<file path="src/rtl/ireg_pkg.sv">
package ireg_pkg;
  localparam int DW    = 8;
  localparam int NREG  = 16;
  localparam int PW    = $clog2(NREG);
  localparam int LOW_W = 3;
  localparam int NCMD  = 6;
  localparam int NRST  = 3;
  localparam int CMD_BASE = 2;

  typedef enum logic [2:0] {
    CMD_NONE    = 3'd0,
    CMD_PT_HIGH = 3'd1,
    CMD_CLR_EXT = 3'd2,
    CMD_ABORT   = 3'd3,
    CMD_ARM_RX  = 3'd4,
    CMD_CLR_TX  = 3'd5,
    CMD_CLR_ERR = 3'd6,
    CMD_CLR_IUS = 3'd7
  } cmd_e;

  function automatic bit is_shared(int idx);
    return (idx == 2) || (idx == 9);
  endfunction
endpackage

</file>
<file path="src/rtl/ireg_ptr_unit.sv">
module ireg_ptr_unit
  import ireg_pkg::*;
(
  input  logic            clk,
  input  logic            rst_n,
  input  logic            wr_i,
  input  logic            rd_i,
  input  logic [DW-1:0]   wdata_i,
  output logic [PW-1:0]   ptr_o,
  output logic [NCMD-1:0] cmd_stb_o,
  output logic [NRST-1:0] rst_stb_o
);
  cmd_e          cmd;
  logic [1:0]    rcode;
  logic [PW-1:0] sel;
  logic          at_base;

  always_comb begin
    cmd     = cmd_e'(wdata_i[5:3]);
    rcode   = wdata_i[7:6];
    sel     = PW'(wdata_i[LOW_W-1:0]);
    if (cmd == CMD_PT_HIGH) sel = sel | PW'(1 << LOW_W);
    at_base = (ptr_o == '0);
  end

  always_ff @(posedge clk) begin
    if (!rst_n) begin
      ptr_o     <= '0;
      cmd_stb_o <= '0;
      rst_stb_o <= '0;
    end else begin
      cmd_stb_o <= '0;
      rst_stb_o <= '0;
      if (wr_i) begin
        if (at_base) begin
          ptr_o <= sel;
          for (int k = 0; k < NCMD; k++)
            cmd_stb_o[k] <= (int'(cmd) == k + CMD_BASE);
          for (int r = 0; r < NRST; r++)
            rst_stb_o[r] <= (int'(rcode) == r + 1);
        end else begin
          ptr_o <= '0;
        end
      end else if (rd_i && !at_base) begin
        ptr_o <= '0;
      end
    end
  end

  a_r4_ptr_returns: assert property (@(posedge clk) disable iff (!rst_n)
    ((wr_i || rd_i) && ptr_o != '0) |=> (ptr_o == '0));
  a_r8_status_keeps_ptr: assert property (@(posedge clk) disable iff (!rst_n)
    (rd_i && !wr_i && ptr_o == '0) |=> (ptr_o == '0));
  a_r5_cmd_onehot: assert property (@(posedge clk) disable iff (!rst_n)
    $onehot0(cmd_stb_o));
  a_r6_rst_onehot: assert property (@(posedge clk) disable iff (!rst_n)
    $onehot0(rst_stb_o));
  a_r5_cmd_cause: assert property (@(posedge clk) disable iff (!rst_n)
    (cmd_stb_o != '0 || rst_stb_o != '0) |-> $past(wr_i && ptr_o == '0));
endmodule

</file>
<file path="src/rtl/ireg_wfile.sv">
module ireg_wfile
  import ireg_pkg::*;
#(
  parameter int NCH = 2,
  localparam int CW = (NCH > 1) ? $clog2(NCH) : 1
)(
  input  logic                  clk,
  input  logic                  rst_n,
  input  logic                  we_i,
  input  logic [CW-1:0]         wch_i,
  input  logic [PW-1:0]         widx_i,
  input  logic [DW-1:0]         wdata_i,
  output logic [NCH*NREG*DW-1:0] wreg_o
);
  for (genvar c = 0; c < NCH; c++) begin : g_ch
    for (genvar i = 0; i < NREG; i++) begin : g_cell
      logic [DW-1:0] q;
      if (i == 0) begin : g_none
        assign q = '0;
      end else if (is_shared(i) && c != 0) begin : g_alias
        assign q = g_ch[0].g_cell[i].q;
      end else begin : g_flop
        always_ff @(posedge clk) begin
          if (!rst_n) q <= '0;
          else if (we_i && widx_i == PW'(i) && (is_shared(i) || int'(wch_i) == c))
            q <= wdata_i;
        end
      end
      assign wreg_o[(c*NREG+i)*DW +: DW] = q;
    end
  end

  a_r9_shared_lands: assert property (@(posedge clk) disable iff (!rst_n)
    (we_i && widx_i == PW'(2)) |=> (g_ch[NCH-1].g_cell[2].q == $past(wdata_i)));
endmodule

</file>
<file path="src/rtl/ireg_cmd_port.sv">
module ireg_cmd_port
  import ireg_pkg::*;
#(
  parameter int NCH = 2,
  parameter int IPEND_CH = 0,
  localparam int CW = (NCH > 1) ? $clog2(NCH) : 1
)(
  input  logic                   clk,
  input  logic                   rst_n,
  input  logic [CW-1:0]          host_ch,
  input  logic                   host_wr,
  input  logic                   host_rd,
  input  logic [DW-1:0]          host_wdata,
  output logic [DW-1:0]          host_rdata,
  output logic                   host_rvalid,
  input  logic [NCH*NREG*DW-1:0] stat_rd,
  output logic [NCH*NREG*DW-1:0] wreg_q,
  output logic [NCH*NCMD-1:0]    cmd_stb,
  output logic [NCH*NRST-1:0]    rst_stb
);
  localparam int IPEND_IDX = 3;

  logic [PW-1:0] ptr_w [NCH];
  logic [PW-1:0] cur_ptr;
  logic          rd_go;
  logic [DW-1:0] rd_val;

  assign rd_go = host_rd && !host_wr;

  for (genvar c = 0; c < NCH; c++) begin : g_chan
    ireg_ptr_unit u_ptr (
      .clk       (clk),
      .rst_n     (rst_n),
      .wr_i      (host_wr && int'(host_ch) == c),
      .rd_i      (rd_go && int'(host_ch) == c),
      .wdata_i   (host_wdata),
      .ptr_o     (ptr_w[c]),
      .cmd_stb_o (cmd_stb[c*NCMD +: NCMD]),
      .rst_stb_o (rst_stb[c*NRST +: NRST])
    );
  end

  assign cur_ptr = ptr_w[host_ch];

  ireg_wfile #(.NCH(NCH)) u_wfile (
    .clk     (clk),
    .rst_n   (rst_n),
    .we_i    (host_wr && cur_ptr != '0),
    .wch_i   (host_ch),
    .widx_i  (cur_ptr),
    .wdata_i (host_wdata),
    .wreg_o  (wreg_q)
  );

  always_comb begin
    rd_val = stat_rd[(int'(host_ch)*NREG + int'(cur_ptr))*DW +: DW];
    if (int'(cur_ptr) == IPEND_IDX && int'(host_ch) != IPEND_CH) rd_val = '0;
  end

  always_ff @(posedge clk) begin
    if (!rst_n) begin
      host_rdata  <= '0;
      host_rvalid <= 1'b0;
    end else begin
      host_rvalid <= rd_go;
      if (rd_go) host_rdata <= rd_val;
    end
  end

  a_r11_collide_drops_read: assert property (@(posedge clk) disable iff (!rst_n)
    (host_wr && host_rd) |=> !host_rvalid);
  a_r7_rvalid_cause: assert property (@(posedge clk) disable iff (!rst_n)
    host_rvalid |-> $past(host_rd && !host_wr));
  a_r10_ipend_blank: assert property (@(posedge clk) disable iff (!rst_n)
    (rd_go && int'(cur_ptr) == IPEND_IDX && int'(host_ch) != IPEND_CH)
      |=> (host_rdata == '0));
endmodule

</file>
<file path="config.mk">
export PLATFORM = sky130hd
export DESIGN_NAME = ireg_cmd_port
export DESIGN_NICKNAME = d
export VERILOG_FILES = /design/src/rtl/ireg_pkg.sv /design/src/rtl/ireg_ptr_unit.sv /design/src/rtl/ireg_wfile.sv /design/src/rtl/ireg_cmd_port.sv
export SDC_FILE = /design/constraint.sdc
export NUM_CORES = 1
export LEC_CHECK = 0
export BUFFER_PORTS_ARGS = -buffer_cell sky130_fd_sc_hd__buf_2
export CELL_PAD_IN_SITES_DETAIL_PLACEMENT = 0
export CELL_PAD_IN_SITES_GLOBAL_PLACEMENT = 1
export CORE_AREA = 5 5 210 212
export DETAILED_ROUTE_END_ITERATION = 8
export DIE_AREA = 0 0 215 217
export GPL_TIMING_DRIVEN = 0
export PLACE_DENSITY = 0.78
export SLEW_MARGIN = 20
export SYNTH_ARGS = -nofsm -noshare
export SYNTH_HDL_FRONTEND = slang
export SYNTH_SLANG_ARGS = --single-unit
export TNS_END_PERCENT = 30
</file>
<file path="constraint.sdc">
create_clock -name clk -period 2.5 [get_ports clk]
set_input_delay 0.25 -clock clk [delete_from_list [all_inputs] [get_ports clk]]
set_output_delay 0.25 -clock clk [all_outputs]
set_load 0.005 [all_outputs]
</file>
==> results by group <==
STA
  – Least-Margin Pin Slew: 0.9416 ns
  – Max Slew Vio Count: 0
  – Period utilisation layout: 96.05%
  – Worst Skew: 0.01198 ns
  – Final Hold Fails: 0
  – FMAX: 416.4 MHz
  – RSZ-0062 raised after global routing: true
  – Fin crit period: 2.401 ns
  – Finish-stage setup viols: 0
  – Max transition margin: 37.23%

Yosys
  – Post-synth EDFFs: 0
  – Seq/Total Area, Yosys: 41.54%
  – Yosys top cell area share: 41.54%
  – Seq cells post-synth: 259
  – Mapped Area: 12480 um2
  – Yosys top cell by area: dfxtp_1
  – Library cells used by synthesis: 55
  – Avg Inst Size Synth: 8.777 um2
  – Ys flop type: dfxtp_1
  – Ys Warns: 0
  – Synth Instances: 1422
  – Async set-or-reset flop fraction in the synthesized netlist: 0%
  – Synth area leaders: dfxtp_1 (42%), mux2i_1 (13%), nand2_1 (8.3%), nor2b_1 (7.7%), nand3_1 (6.3%)

Place
  – Final GP Congestion: 0.9243
  – Port Buffers: 527
  – Post-Place Cells: 2504
  – Hpwl dp: 46480 um
  – Dpl cell area: 15870 um2

Route
  – Drt first pass iters: 6
  – Detailed-route via count: 12740
  – Wirelength per Cell: 22.94 um
  – Residual DRC: 0
  – Via density: 4.958
  – DR iter-0 viols: 848
  – Final ANT Viol Nets: 0
  – Routed WL: 58960 um

Worst setup path
  – Reg2reg path depth: 8
  – Data arrival, critical path: 2.83 ns
  – Reg2reg start: g_chan[1].u_ptr.ptr_o[1]
  – Worst Setup Start Kind: flop
  – Critical Path Source: g_chan[1].u_ptr.ptr_o[1]
  – Worst Path Required: 2.93 ns
  – Kind of critical path: reg2reg
  – Crit. End Element: flop
  – Crit path max fanout: 10
  – Worst r2r dst: host_rdata[6]
  – Critical Path End: host_rdata[6]
  – Reg2Reg Setup Slack: 0.1 ns

Floorplan
  – Die ar.: 46660 um2
  – Die width: 215 um
  – Die height: 217 um
  – Initial Util: 29.89%
  – Core Region: 41760 um2
  – I/O pins: 552
  – Core Rows: 75

Global route
  – First-pass GRT wire length: 84840 um
  – Initial antenna violation count: 12
  – Total global-route track usage: 23.77%
  – Largest net degree at the start of global routing: 15
  – Vias in the first global route: 12830
  – GRT overflow: 0

Status
  – Outcome: complete, no violations

Finish
  – Commonest non-fill, non-tap cells in the layout: buf_2 (562), nand2_1 (277), dfxtp_1 (259), mux2i_1 (162), nand3_1 (155)
  – Commonest non-fill, non-tap cell in the layout: buf_2
  – FILL cells: 4270
  – Final Cell Area: 16950 um2
  – Post-Layout Cell Count: 2570
  – Area Overhead vs Synth: 35.80%
  – Share of cells above drive strength 1: 34.90%
  – Final net count: 2267

Clock tree
  – CTS tree: done
  – CTS Sinks: 259
  – CTS buffer count: 30
  – H-tree depth: 1
  – Root buffer cell: clkbuf_16
  – Skew-Pair Late Insertion Delay: 0.56 ns
  – Clk buf depth: 3
  – Clock-pin slew on the worst setup and hold paths: 0.06 ns

Power
  – Power after layout: 9.724 mW
  – P_leak: 7.885 nW
  – PD cells: 573.7 nW/um2
  – Maximum VDD drop: 0.4629 mV

Min path
  – Worst hold path type: in2reg

Job
  – Max_cap viols: 0
routing by layer:
layer | routed length, um | vias up | GRT usage (%)
li1 | - | 5981 | -
met2 | 28740 | 575 | 41.05
met4 | 1439 | 2 | 7.403
met1 | 23700 | 6111 | 28.76
met3 | 5062 | 74 | 6.893
met5 | 13 | - | 0
repair_timing:
item                                   4_1_cts  5_1_grt
resized for setup                            2       18
setup endpoints to repair                   36       74
setup buffers                                0        0
endpoints found under the hold margin        2        0
hold buffers                                 1        0
pin swaps                                    0        0
worst min path at each step:
stage / start / endpoint / slack [ns] / depth (start not counted)
after floorplan: host_wdata[6] / g_chan[0].u_ptr.rst_stb_o[0] / 0.40 / 2
after global placement: u_wfile.g_ch[1].g_cell[7].q[3] / u_wfile.g_ch[1].g_cell[7].q[3] / 0.45 / 2
after detailed placement: u_wfile.g_ch[1].g_cell[8].q[6] / u_wfile.g_ch[1].g_cell[8].q[6] / 0.46 / 2
after CTS: host_wdata[7] / g_chan[1].u_ptr.rst_stb_o[1] / 0.008 / 3
after global routing: host_wdata[7] / g_chan[0].u_ptr.rst_stb_o[1] / 0.03 / 3
final: host_wdata[7] / g_chan[1].u_ptr.rst_stb_o[1] / 0.03 / 3
state kept, by name, summed over array words and instances, names as in the netlist:
signal                  count
g_chan.u_ptr.cmd_stb_o     12
g_chan.u_ptr.ptr_o          8
g_chan.u_ptr.rst_stb_o      6
host_rdata                  8
host_rvalid                 1
u_wfile.g_ch.g_cell.q     224
through the flow:
stage / setup TNS (ns) / hold WS [ns] / setup slack, ns / util [%]
5_1_grt: -0.04430 / 0.02648 / -0.02347 / 40.58
6_report: 0 / 0.03327 / 0.09868 / 40.59
3_5_place_dp: -9.092 / 0.4562 / -0.3208 / 38.00
4_1_cts: -0.4872 / 0.008217 / -0.2183 / 40.41
3_3_place_gp: -13.15 / 0.4507 / -1.042 / 37.95
2_1_floorplan: 0 / 0.4017 / 0.5254 / -
power by group:
part | switching, mW | internal (mW)
clock network | 1.77 | 2.63
logic | 0.685 | 0.464
registers | 0.0230 | 4.16
total | 2.48 | 7.25
logic make-up (layout without fill, tap and decap cells):
logic type             Yosys count  after routing  synth area share, %
AO/OA/AOI/OAI                  155            155                8.692
other                            1             27              0.03005
flip-flops                     259            259                41.54
multiplexers                   180            180                16.05
buffers and inverters          149            732                6.226
AND/OR/NAND/NOR                678            678                27.46
synthesized netlist by cell type, drive strengths merged (3+ instances only):
cell	n
and2	4
a221oi	3
clkbuf	66
buf	80
or3b	3
nor4	9
a21o	4
a32o	3
nand2b	5
a21oi	40
mux2i	163
inv	3
nand4	8
nor2b	153
o22ai	3
nand2	281
o21ai	3
dfxtp	259
nand3	162
or4	6
a22o	7
a31oi	3
a221o	3
nor2	26
nor3	14
a21boi	73
mux4	15
o211ai	5
critical path: stages, from the launching register on:
cell and delay (ns):
dfxtp_1 0.46, mux2_4 0.20, buf_6 0.15, buf_6 0.19, buf_2 0.30, mux4_2 0.39
a22o_1 0.33, o22ai_1 0.19, a21oi_1 0.06
final cells by class:
| class | count | area, um2 | area share (%) |
|---|---|---|---|
| Clock buffer | 44 | 874.6 | 5.160 |
| Antenna cell | 11 | 27.53 | 0.1624 |
| Multi-Input combinational cell | 1029 | 6626 | 39.10 |
| Inverter | 3 | 11.26 | 0.06644 |
| Clock inverter | 10 | 117.6 | 0.6939 |
| Timing Repair Buffer | 529 | 2655 | 15.67 |
| Buffer | 146 | 777.0 | 4.584 |
| Tap cell | 539 | 674.4 | 3.979 |
| Sequential cell | 259 | 5185 | 30.59 |
Power figures use the tool's default switching activity.
